## src/rtl/mbox_pkg.sv

```systemverilog
package mbox_pkg;

    localparam int unsigned WORD_W = 32;

    // Control word layout; the responder decodes these positions.
    typedef struct packed {
        logic       owner_far;   // [31] 1: responder owns the mailbox
        logic [5:0] rsvd_hi;     // [30:25]
        logic       reset_req;   // [24]
        logic [7:0] rsvd_mid;    // [23:16]
        logic [7:0] status;      // [15:8] 0: operation succeeded
        logic       dir_resp;    // [7] 1: reply direction
        logic       rsvd_lo;     // [6]
        logic [2:0] version;     // [5:3]
        logic [2:0] kind;        // [2:0]
    } ctrl_word_t;

    typedef struct packed {
        logic [2:0] kind;
        logic [2:0] max_ver;
        logic       reset_ok;
    } expect_t;

    typedef enum logic [1:0] {
        VERD_OK,
        VERD_TIMEOUT,
        VERD_PROTO,
        VERD_OPFAIL
    } verdict_e;

    typedef enum logic [2:0] {
        ST_IDLE,
        ST_POLL_REQ,
        ST_POLL_WAIT,
        ST_BACKOFF,
        ST_HDR_REQ,
        ST_HDR_WAIT,
        ST_FINISH
    } state_e;

    function automatic logic is_reset_pattern(logic [WORD_W-1:0] w);
        return &w;
    endfunction

    function automatic verdict_e judge_reply(ctrl_word_t w, expect_t e);
        if (w.kind != e.kind || w.version > e.max_ver || !w.dir_resp)
            return VERD_PROTO;
        if (w.status != 8'd0)
            return VERD_OPFAIL;
        return VERD_OK;
    endfunction

endpackage

```

## src/rtl/mbox_hdr_judge.sv

```systemverilog
module mbox_hdr_judge
    import mbox_pkg::*;
(
    input  logic [WORD_W-1:0] word,
    input  expect_t           expect_q,
    output logic              owned,
    output logic              reset_hit,
    output verdict_e          verdict
);
    ctrl_word_t cw;

    always_comb begin
        cw        = ctrl_word_t'(word);
        owned     = ~cw.owner_far;
        reset_hit = expect_q.reset_ok & is_reset_pattern(word);
        verdict   = judge_reply(cw, expect_q);
    end
endmodule

```

## config.mk

```make
export PLATFORM = sky130hd
export DESIGN_NAME = mbox_hdr_judge
export DESIGN_NICKNAME = d
export VERILOG_FILES = /design/src/rtl/mbox_pkg.sv /design/src/rtl/mbox_hdr_judge.sv
export SDC_FILE = /design/constraint.sdc
export NUM_CORES = 1
export LEC_CHECK = 0
export BUFFER_PORTS_ARGS = -buffer_cell sky130_fd_sc_hd__buf_2
export CORE_AREA = 2 2 39 41
export DETAILED_ROUTE_END_ITERATION = 10
export DIE_AREA = 0 0 41 43
export MAX_ROUTING_LAYER = met4
export PLACE_DENSITY = 0.65
export SLEW_MARGIN = 10
export SYNTH_ARGS = -nofsm -noshare
export SYNTH_HDL_FRONTEND = slang
export SYNTH_SLANG_ARGS = --single-unit
export TNS_END_PERCENT = 30
```

## constraint.sdc

```tcl
create_clock -name vclk -period 3.2
set_input_delay 0.48 -clock vclk [all_inputs]
set_output_delay 0.48 -clock vclk [all_outputs]
set_load 0.05 [all_outputs]
```

==> results.json <==
{
  "start_util_pct": 16.2,
  "ys_seq_area_share_pct": 0,
  "drt_iter0_markers": 1,
  "gr-total-overflow": 0,
  "max_slew_margin_pct": 79.2,
  "syn_area_um2": 224,
  "hold_viol": 0,
  "layout_commonest_cell": "buf_2",
  "via_per_inst": 4.43,
  "routedWlPerCell_um": 9.53,
  "setup_tns_ns": 0,
  "hold_buffers": 0,
  "row_count": 14,
  "firstDrtPassIters": 2,
  "gr-usage-met2_pct": 20.0,
  "placed_cell_area_um2": 459,
  "grt_antenna_before_repair": 0,
  "cp-endpoint": "verdict[0]",
  "drive_gt1_share_pct": 57.9,
  "grt.total_usage_pct": 9.62,
  "period_needed_ns": 2.14,
  "max_stage_delay_ns": 0.30,
  "grt_use_met1_pct": 9.49,
  "fp.dieW_um": 41,
  "fp.dieH_um": 43,
  "criticalPathCategory": "primary input to output pin",
  "startpoint_type": "primary input",
  "dp_cells": 92,
  "ios": 43,
  "rsz0062_at_grt": "no",
  "use_met3_pct": 0,
  "grt.busiest_layer": "met2",
  "cap_violations": 0,
  "final_cell_mix": "43 x buf_2, 8 x nand4_1, 5 x inv_1, 3 x xnor2_1, 3 x ha_1",
  "fp.coreArea_um2": 1380,
  "die_area_um2": 1760,
  "hold_slack_ns": 1.27,
  "grt_pass1_vias": 379,
  "synthCells": 33,
  "seq_area_um2": 0,
  "post-route-util_pct": 33.2,
  "wirelength_um": 877,
  "final_area_um2": 459,
  "grt_max_degree": 3,
  "syn_nets": 75,
  "stdcell_count": 92,
  "outcome": "finished clean",
  "post_cts_buffers": 0,
  "worstMarginPinSlew_ns": 0.310,
  "grt_pass1_wl_um": 1250,
  "yosysWarnings": 0,
  "nClkBuffers": 0,
  "cpMaxStageDelayCell": "ha_1",
  "port_buffers": 43,
  "p_leak_nw": 0.247,
  "cts_resized": 0,
  "drv_slew": 0,
  "drc": 0,
  "worstPathRequired_ns": 2.72,
  "nets": 120,
  "antennaDiodeCount": 0,
  "total_power_uw": 48.1,
  "worst_slack_ns": 1.06,
  "gp_congestion": 0.743,
  "areaGrowthSynthToFinish_pct": 105,
  "antenna_left": 0,
  "fin_crit_sh_pct": 66.8,
  "path_cells": "buf_2 > ha_1 > a211o_1 > a211oi_1 > buf_2",
  "crit_arrival_ns": 1.66,
  "end_kind": "output pin",
  "pwr_density_cell_nw_per_um2": 105,
  "nFlopsAndLatches": 0,
  "yosysUniqueCellTypes": 14,
  "fmax_mhz": 468,
  "finalSetupViolations": 0,
  "pre_cts_ws_ns": 1.05,
  "crit_top_cell": "buf_2",
  "num_vias": 408,
  "peakVddDrop_mv": 0.0245,
  "worstSetupStartpoint": "word[4]",
  "cp_max_fo": 2,
  "postSynthAreaPerCell_um2": 6.79,
  "min_path_type": "primary input to output pin"
}
## critical path, delay by kind of cell
kind / cells / cell delay [ns]
compound gates: 2 / 0.48
buf+inv: 2 / 0.41
fa+ha+maj: 1 / 0.30
## worst min-delay path by stage
stage	startpoint	endpoint	slack (ns)	depth (start not counted)
after floorplan	word[31]	owned	1.14	1
after global placement	word[31]	owned	1.27	3
after detailed placement	word[31]	owned	1.27	3
after CTS	word[31]	owned	1.27	3
after global routing	word[31]	owned	1.29	3
final	word[31]	owned	1.27	3
## synth_stat cells (all sizes together)
cell type,instances,area share (%)
nand4,8,22
inv,5,8.4
ha,3,17
xnor2,3,12
a211o,2,7.8
nand2,2,3.4
nor4,2,5.6
or4,2,6.7
a211oi,1,3.4
a31oi,1,2.8
and2,1,2.8
nand3,1,2.2
nor2,1,1.7
nor3,1,4.5
## report_power, final
group          switching (mW)  internal (mW)  leakage [nW]
clock network               0              0             0
logic                  0.0219         0.0262         0.247
registers                   0              0             0
total                  0.0219         0.0262         0.247
## routing by layer
layer,wire [um],up-vias
li1,-,218
met1,328,166
met2,450,24
met3,99,0
met4,0,0
met5,0,-
## cells by family after synthesis
group | after synthesis | share of synthesized area [%]
compound gates | 4 | 14.0
xor+xnor | 3 | 11.7
simple gates | 18 | 49.2
buf+inv | 5 | 8.38
fa+ha+maj | 3 | 16.8
## final cells by class
class | instances | area, um2
Fill cell | 161 | 925
Timing Repair Buffer | 43 | 215
Tap cell | 16 | 20.0
Multi-Input combinational cell | 28 | 205
Inverter | 5 | 18.8
Power figures use the tool's default switching activity.
